<file path="src/rtl/irq_rtr_pkg.sv">
package irq_rtr_pkg;

   typedef enum logic [1:0] {
      OP_MASK     = 2'd0,
      OP_TARGET   = 2'd1,
      OP_SOFT_SET = 2'd2,
      OP_SOFT_CLR = 2'd3
   } wr_op_e;

   // index of the highest set bit, 0 when none
   function automatic int oh_to_idx(input logic [31:0] oh);
      int r;
      r = 0;
      for (int i = 0; i < 32; i++)
         if (oh[i]) r = i;
      return r;
   endfunction

endpackage

</file>
<file path="src/rtl/irq_max_level.sv">
module irq_max_level #(
   parameter int LVL_W = 4
) (
   input  logic [(1<<LVL_W)-1:1] req_i,
   output logic [LVL_W-1:0]      lvl_o
);
   localparam int NUM_LVL = 1 << LVL_W;

   always_comb begin
      lvl_o = '0;
      for (int l = 1; l < NUM_LVL; l++)
         if (req_i[l]) lvl_o = LVL_W'(l);
   end
endmodule

</file>
<file path="src/rtl/irq_shared_path.sv">
module irq_shared_path #(
   parameter int                     NUM_SRC         = 32,
   parameter int                     LVL_W           = 4,
   parameter bit                     USE_DEFAULT_MAP = 1'b1,
   parameter logic [NUM_SRC*LVL_W-1:0] SRC_LEVEL_MAP = '0
) (
   input  logic               clk,
   input  logic               rst_n,
   input  logic [NUM_SRC-1:0] src_i,
   input  logic               mask_we_i,
   input  logic [NUM_SRC-1:0] wr_data_i,
   output logic [LVL_W-1:0]   shr_lvl_o
);
   localparam int NUM_LVL = 1 << LVL_W;
   localparam int MSTR    = NUM_SRC - 1;

   logic [LVL_W-1:0]   src_lvl [NUM_SRC];
   logic [NUM_SRC-1:0] live;
   logic [NUM_SRC-1:0] pend_q;
   logic [NUM_SRC-1:0] mask_q;
   logic [NUM_SRC-1:0] eff;
   logic [NUM_LVL-1:1] req;

   for (genvar s = 0; s < NUM_SRC; s++) begin : g_map
      if (USE_DEFAULT_MAP) begin : g_def
         assign src_lvl[s] = LVL_W'(s % NUM_LVL);
      end else begin : g_prm
         assign src_lvl[s] = SRC_LEVEL_MAP[s*LVL_W +: LVL_W];
      end
      assign live[s] = src_i[s] && (src_lvl[s] != '0);
   end

   always_ff @(posedge clk or negedge rst_n) begin
      if (!rst_n) begin
         pend_q <= '0;
         mask_q <= '0;
      end else begin
         pend_q <= live;
         if (mask_we_i) mask_q <= wr_data_i;
      end
   end

   assign eff = pend_q & ~mask_q;

   always_comb begin
      req = '0;
      if (!mask_q[MSTR]) begin
         for (int l = 1; l < NUM_LVL; l++)
            for (int s = 0; s < NUM_SRC; s++)
               if (eff[s] && (src_lvl[s] == LVL_W'(l))) req[l] = 1'b1;
      end
   end

   irq_max_level #(.LVL_W(LVL_W)) u_enc (.req_i(req), .lvl_o(shr_lvl_o));

   // master disable silences the shared encoder
   a_r4_master_off: assert property (@(posedge clk) disable iff (!rst_n)
      mask_q[MSTR] |-> (shr_lvl_o == '0));

endmodule

</file>
<file path="src/rtl/irq_cpu_bank.sv">
module irq_cpu_bank #(
   parameter int LVL_W     = 4,
   parameter int TIMER_LVL = 14
) (
   input  logic                  clk,
   input  logic                  rst_n,
   input  logic                  tmr_i,
   input  logic                  soft_set_i,
   input  logic                  soft_clr_i,
   input  logic [(1<<LVL_W)-1:1] soft_data_i,
   input  logic                  is_tgt_i,
   input  logic [LVL_W-1:0]      shr_lvl_i,
   output logic [(1<<LVL_W)-1:0] lvl_oh_o
);
   import irq_rtr_pkg::*;
   localparam int NUM_LVL = 1 << LVL_W;

   logic [NUM_LVL-1:1] priv_q;
   logic [NUM_LVL-1:1] priv_d;
   logic [LVL_W-1:0]   priv_lvl;
   logic [LVL_W-1:0]   fin_lvl;
   logic [NUM_LVL-1:0] oh_d;

   always_comb begin
      priv_d = priv_q;
      if (soft_set_i) priv_d = priv_d | soft_data_i;
      if (soft_clr_i) priv_d = priv_d & ~soft_data_i;
      priv_d[TIMER_LVL] = tmr_i;
   end

   irq_max_level #(.LVL_W(LVL_W)) u_enc (.req_i(priv_q), .lvl_o(priv_lvl));

   assign fin_lvl = (is_tgt_i && (shr_lvl_i > priv_lvl)) ? shr_lvl_i : priv_lvl;

   always_comb begin
      oh_d = '0;
      for (int l = 1; l < NUM_LVL; l++)
         oh_d[l] = (fin_lvl == LVL_W'(l));
   end

   always_ff @(posedge clk or negedge rst_n) begin
      if (!rst_n) begin
         priv_q   <= '0;
         lvl_oh_o <= '0;
      end else begin
         priv_q   <= priv_d;
         lvl_oh_o <= oh_d;
      end
   end

   // at most one line, never line 0
   a_r8_one_line: assert property (@(posedge clk) disable iff (!rst_n)
      $onehot0(lvl_oh_o) && !lvl_oh_o[0]);

   // output never below the private level of the previous cycle
   a_r6_private_floor: assert property (@(posedge clk) disable iff (!rst_n)
      oh_to_idx(32'(lvl_oh_o)) >= int'($past(priv_lvl)));

   // a non-target shows its private level only
   a_r5_non_target: assert property (@(posedge clk) disable iff (!rst_n)
      ($past(is_tgt_i) == 1'b0) |-> (oh_to_idx(32'(lvl_oh_o)) == int'($past(priv_lvl))));

   // a held timer bit keeps the level at least at the timer level
   a_r7_timer_floor: assert property (@(posedge clk) disable iff (!rst_n)
      priv_q[TIMER_LVL] |=> (oh_to_idx(32'(lvl_oh_o)) >= TIMER_LVL));

endmodule

</file>
<file path="src/rtl/irq_level_router.sv">
module irq_level_router #(
   parameter int                       NUM_CPU         = 4,
   parameter int                       CPU_W           = 4,
   parameter int                       NUM_SRC         = 32,
   parameter int                       LVL_W           = 4,
   parameter int                       TIMER_BIT       = 30,
   parameter bit                       USE_DEFAULT_MAP = 1'b1,
   parameter logic [NUM_SRC*LVL_W-1:0] SRC_LEVEL_MAP   = '0
) (
   input  logic                            clk,
   input  logic                            rst_n,
   input  logic [NUM_SRC-1:0]              src_in,
   input  logic [NUM_CPU-1:0]              tmr_in,
   input  logic                            wr_en,
   input  logic [1:0]                      wr_op,
   input  logic [CPU_W-1:0]                wr_cpu,
   input  logic [NUM_SRC-1:0]              wr_data,
   output logic [NUM_CPU*(1<<LVL_W)-1:0]   lvl_out
);
   import irq_rtr_pkg::*;

   localparam int NUM_LVL   = 1 << LVL_W;
   localparam int SOFT_BASE = NUM_SRC - (NUM_LVL - 1);
   localparam int TIMER_LVL = TIMER_BIT - SOFT_BASE + 1;

   if (NUM_CPU < 1 || NUM_CPU > (1 << CPU_W)) begin : g_chk_cpu
      $error("NUM_CPU out of range for CPU_W");
   end
   if (SOFT_BASE < 1) begin : g_chk_src
      $error("NUM_SRC too small for the private level field");
   end
   if (TIMER_BIT < SOFT_BASE || TIMER_BIT >= NUM_SRC) begin : g_chk_tmr
      $error("TIMER_BIT must lie in the private field");
   end

   wr_op_e           op;
   logic [CPU_W-1:0] tgt_q;
   logic [LVL_W-1:0] shr_lvl;
   logic             mask_we;

   assign op      = wr_op_e'(wr_op);
   assign mask_we = wr_en && (op == OP_MASK);

   always_ff @(posedge clk or negedge rst_n) begin
      if (!rst_n)                             tgt_q <= '0;
      else if (wr_en && (op == OP_TARGET))    tgt_q <= wr_data[CPU_W-1:0];
   end

   irq_shared_path #(
      .NUM_SRC(NUM_SRC), .LVL_W(LVL_W),
      .USE_DEFAULT_MAP(USE_DEFAULT_MAP), .SRC_LEVEL_MAP(SRC_LEVEL_MAP)
   ) u_shared (
      .clk(clk), .rst_n(rst_n), .src_i(src_in),
      .mask_we_i(mask_we), .wr_data_i(wr_data), .shr_lvl_o(shr_lvl)
   );

   for (genvar c = 0; c < NUM_CPU; c++) begin : g_cpu
      logic sel;
      assign sel = (wr_cpu == CPU_W'(c));
      irq_cpu_bank #(.LVL_W(LVL_W), .TIMER_LVL(TIMER_LVL)) u_bank (
         .clk(clk), .rst_n(rst_n),
         .tmr_i(tmr_in[c]),
         .soft_set_i(wr_en && (op == OP_SOFT_SET) && sel),
         .soft_clr_i(wr_en && (op == OP_SOFT_CLR) && sel),
         .soft_data_i(wr_data[NUM_SRC-1:SOFT_BASE]),
         .is_tgt_i(tgt_q == CPU_W'(c)),
         .shr_lvl_i(shr_lvl),
         .lvl_oh_o(lvl_out[c*NUM_LVL +: NUM_LVL])
      );
   end

endmodule

</file>
<file path="config.mk">
export PLATFORM = sky130hd
export DESIGN_NAME = irq_level_router
export DESIGN_NICKNAME = d
export VERILOG_FILES = /design/src/rtl/irq_rtr_pkg.sv /design/src/rtl/irq_max_level.sv /design/src/rtl/irq_shared_path.sv /design/src/rtl/irq_cpu_bank.sv /design/src/rtl/irq_level_router.sv
export SDC_FILE = /design/constraint.sdc
export NUM_CORES = 1
export LEC_CHECK = 0
export BUFFER_PORTS_ARGS = -buffer_cell sky130_fd_sc_hd__buf_2
export CORE_MARGIN = 3
export CORE_UTILIZATION = 30
export CTS_BUF_LIST = sky130_fd_sc_hd__clkbuf_4
export DETAILED_ROUTE_END_ITERATION = 10
export SYNTH_ARGS = -nofsm -noshare
export SYNTH_HDL_FRONTEND = slang
export SYNTH_SLANG_ARGS = --single-unit
</file>
<file path="constraint.sdc">
create_clock -name clk -period 4.4 [get_ports clk]
set_input_delay 0.66 -clock clk [delete_from_list [all_inputs] [get_ports clk]]
set_output_delay 0.66 -clock clk [all_outputs]
set_load 0.01 [all_outputs]
</file>
==> out/results.tsv <==
stage	metric	value	unit
cts	CTS tree	done	
placed_design	placer congestion estimate	0.847	
route	WL/cell	16.5	um
cts	clock-pin slew of the registers on the worst-case setup and hold paths	160	ps
cts	buffer depth of the longest clock path	2	
pwr	VDD IR-drop max	0.000175	V
placed_design	DP HPWL	15900	um
route	routed wire length	21200	um
worst_setup_path	worst r2r src	u_shared.mask_q[31]	
min_path	worst min path class	input port to asynchronous set/reset pin	
synth	Netlist Area Pre-Place	0.00832	sq mm
cells_and_area	fill cell count	2734	
worst_setup_path	Worst Path Max Fanout	17	
global_routing	Tot GR Track Use	14.2	%
cts	Clock Sinks	184	
cells_and_area	area growth from synthesis to layout	17.5	%
cells_and_area	Nets	988	
pwr	sequential power share	47.4	%
timing	final worst-path cycle share	88.4	%
timing	post-layout minimum cycle time	3890	ps
global_routing	number of global-route vias before repair	6185	
route	antenna-violating nets left	0	
cells_and_area	most frequent cells in the layout	dfrtp_1, a21oi_1, buf_2, nor3_1, nor2_1	
die	DIE AREA	0.0298	sq mm
pwr	pwr dens	442	mW/mm^2
worst_setup_path	critical path startpoint	u_shared.mask_q[31]	
die	Die X	173	um
timing	Tightest Pin Transition	1020	ps
pwr	sw frac	35.0	%
synth	register area share after synthesis	55.3	%
worst_setup_path	slowest cell delay on critical path	750	ps
worst_setup_path	crit end category	register	
timing	Final Hold Vio Count	0	
timing	Slew Limit Fails	0	
timing	Clock Skew	28.7	ps
synth	asr flop ratio synth	100	%
placed_design	Buffers on Ports	133	
route	via count	6370	
synth	number of synthesized flops with an enable pin	0	
route	DR vias/cell	4.97	
cts	Clk Latency, worst-skew pair	590	ps
cts	Clock Tree Root	clkbuf_4	
worst_setup_path	Slowest-stage cell, CP	dfrtp_1	
die	starting density of the core	30.7	%
outcome	status	complete, no violations	
worst_setup_path	R2R depth	12	
die	die height	173	um
global_routing	initial antenna violation count	1	
die	CORE AREA	0.0271	sq mm
synth	Synth Warn #	0	
route	first-pass iteration count of the detailed router	6	
pwr	Internal Pwr Total	2.81	mW
timing	Worst Slack Setup Final	509	ps
pwr	Pleak	4.44	nW
pwr	Psw	1.51	mW
worst_setup_path	Crit Path Class	register to register	
worst_setup_path	crit path cell chain	a21oi_1, o22ai_1, nor2b_1, nor4_1, nor3_1, buf_4, ha_1, and4_1, a2111o_1, o311ai_1, o2111ai_1, nor3_1	
cts	CTS resizes	0	
global_routing	largest net degree at the start of global routing	106	
worst_setup_path	Setup crit start kind	register	
synth	leading area contributor after synthesis	dfrtp_1	
timing	setup TNS	0	ps
synth	syn_area_per_cell	10.9	sq um
cts	Setup Fix Bufs, Post-CTS	0	
worst_setup_path	CP Data Arrival Time	4380	ps
timing	Setup Viol. Count Final	0	
worst_setup_path	crit-path most repeated cell	nor3_1	
synth	Post-Synthesis Cells	760	
placed_design	dpl ws	649	ps
pwr	Logic pwr share	28.5	%
worst_setup_path	CP Data Required Time	4890	ps
die	Ports	141	
flow_run	max cap viols	0	
cells_and_area	layout cell share with drive strength beyond 1	26.4	%
synth	library cells used by synthesis	64	
timing	RSZ-0062 raised after global routing	no	
synth	top_reg_cell synth	dfrtp_1	
global_routing	first-pass GRT wire length	33700	um
route	drc violations	0	
timing	fmax	257	MHz
synth	top post-synthesis cells by area	dfrtp_1, a21oi_1, mux2_2	
global_routing	grt ovf	0	
synth	top cell type's share of synthesized area	55.3	%
cts	cts hold-fix bufs	0	
cts	number of buffers created by CTS	17	
cts	H-tree depth	4	
pwr	Clock Power Share	24.2	%
route	Iter 0 DRT Violations	404	
synth	Synth Register Bits	184	
timing	Rel. slew slack	31.5	%
die	FP Rows	60	
cells_and_area	commonest non-fill, non-tap cell in the layout	dfrtp_1	
==> metrics by stage <==
stage | std cells | power (mW) | area [sq um] | util [%] | hold WS (ps)
2_1_floorplan | 763 | 2.86 | 8330 | - | 364
3_3_place_gp | 1248 | 3.28 | 9450 | 34.9 | 482
4_1_cts | 1280 | 4.36 | 9770 | 36.1 | 75.9
6_report | 1281 | 4.32 | 9770 | 36.1 | 69.0
5_1_grt | 1281 | 4.60 | 9770 | 36.1 | 92.6
3_5_place_dp | 1248 | 3.31 | 9450 | 34.9 | 487
==> power by group through the flow <==
stage | sequential [mW] | clock (mW) | combinational [mW]
2_1_floorplan | 2.08 | 0 | 0.787
3_3_place_gp | 2.08 | 0 | 1.20
3_5_place_dp | 2.08 | 0 | 1.23
4_1_cts | 2.05 | 1.08 | 1.23
5_1_grt | 2.08 | 1.15 | 1.37
6_report | 2.05 | 1.04 | 1.23
==> cell families (layout without fill, tap and decap cells) <==
logic type / count (synthesis) / after routing / share of synthesized area [%]
AOI/OAI and AO/OA: 275 / 275 / 21.9
muxes: 40 / 40 / 5.32
adders and majority gates: 16 / 16 / 2.41
and+or+nand+nor: 176 / 176 / 11.7
other: 1 / 5 / 0.0451
buffers and inverters: 68 / 213 / 3.37
DFF: 184 / 184 / 55.3
==> cell usage after synthesis, types with 5 or more instances <==
master,n
mux2i_1,6
nand2_1,14
nand2b_1,19
nor4_1,20
and2_1,5
nor2_1,38
o31a_1,7
o21ai_0,11
mux2_2,34
nor3_1,38
dfrtp_1,184
o2bb2ai_1,5
buf_4,6
nor2b_1,8
and3_1,8
inv_1,30
o211ai_1,22
a211oi_1,9
a21oi_1,162
clkbuf_1,29
ha_1,16
==> routing by layer <==
metal	routed length [um]	global-route usage [%]	vias to the layer above
met5	0	0	-
met4	384	4.46	0
met3	967	3.07	30
met2	10000	22.6	170
met1	9820	19.6	3065
li1	-	-	3105
==> worst max-delay path, delay by kind of cell, from the launching register on <==
family / cells / cell delay [ps]
AOI/OAI and AO/OA: 5 / 1390
and+or+nand+nor: 5 / 1240
DFF: 1 / 750
adders and majority gates: 1 / 230
buffers and inverters: 1 / 170
==> worst paths after layout <==
path                                           endpoint  slack [ps]
min                          asynchronous set/reset pin          70
max                        g_cpu[0].u_bank.lvl_oh_o[15]         510
max reg2reg                g_cpu[0].u_bank.lvl_oh_o[15]         510
max in group asynchronous    asynchronous set/reset pin        3300
min reg2reg                         u_shared.mask_q[29]         510
min in group clk             g_cpu[1].u_bank.priv_q[14]         160
==> area by class of cell <==
| type | count | area, sq um | area share (%) |
|---|---|---|---|
| clock buffers | 18 | 135 | 1.38 |
| flip-flops and latches | 184 | 4600 | 47.1 |
| repair buffers | 150 | 812 | 8.31 |
| inverters | 31 | 116 | 1.19 |
| diodes | 1 | 2.50 | 0.0256 |
| well taps | 372 | 465 | 4.76 |
| multi-input cells | 511 | 3450 | 35.3 |
| clock inverters | 14 | 186 | 1.91 |
Power figures use the tool's default switching activity.
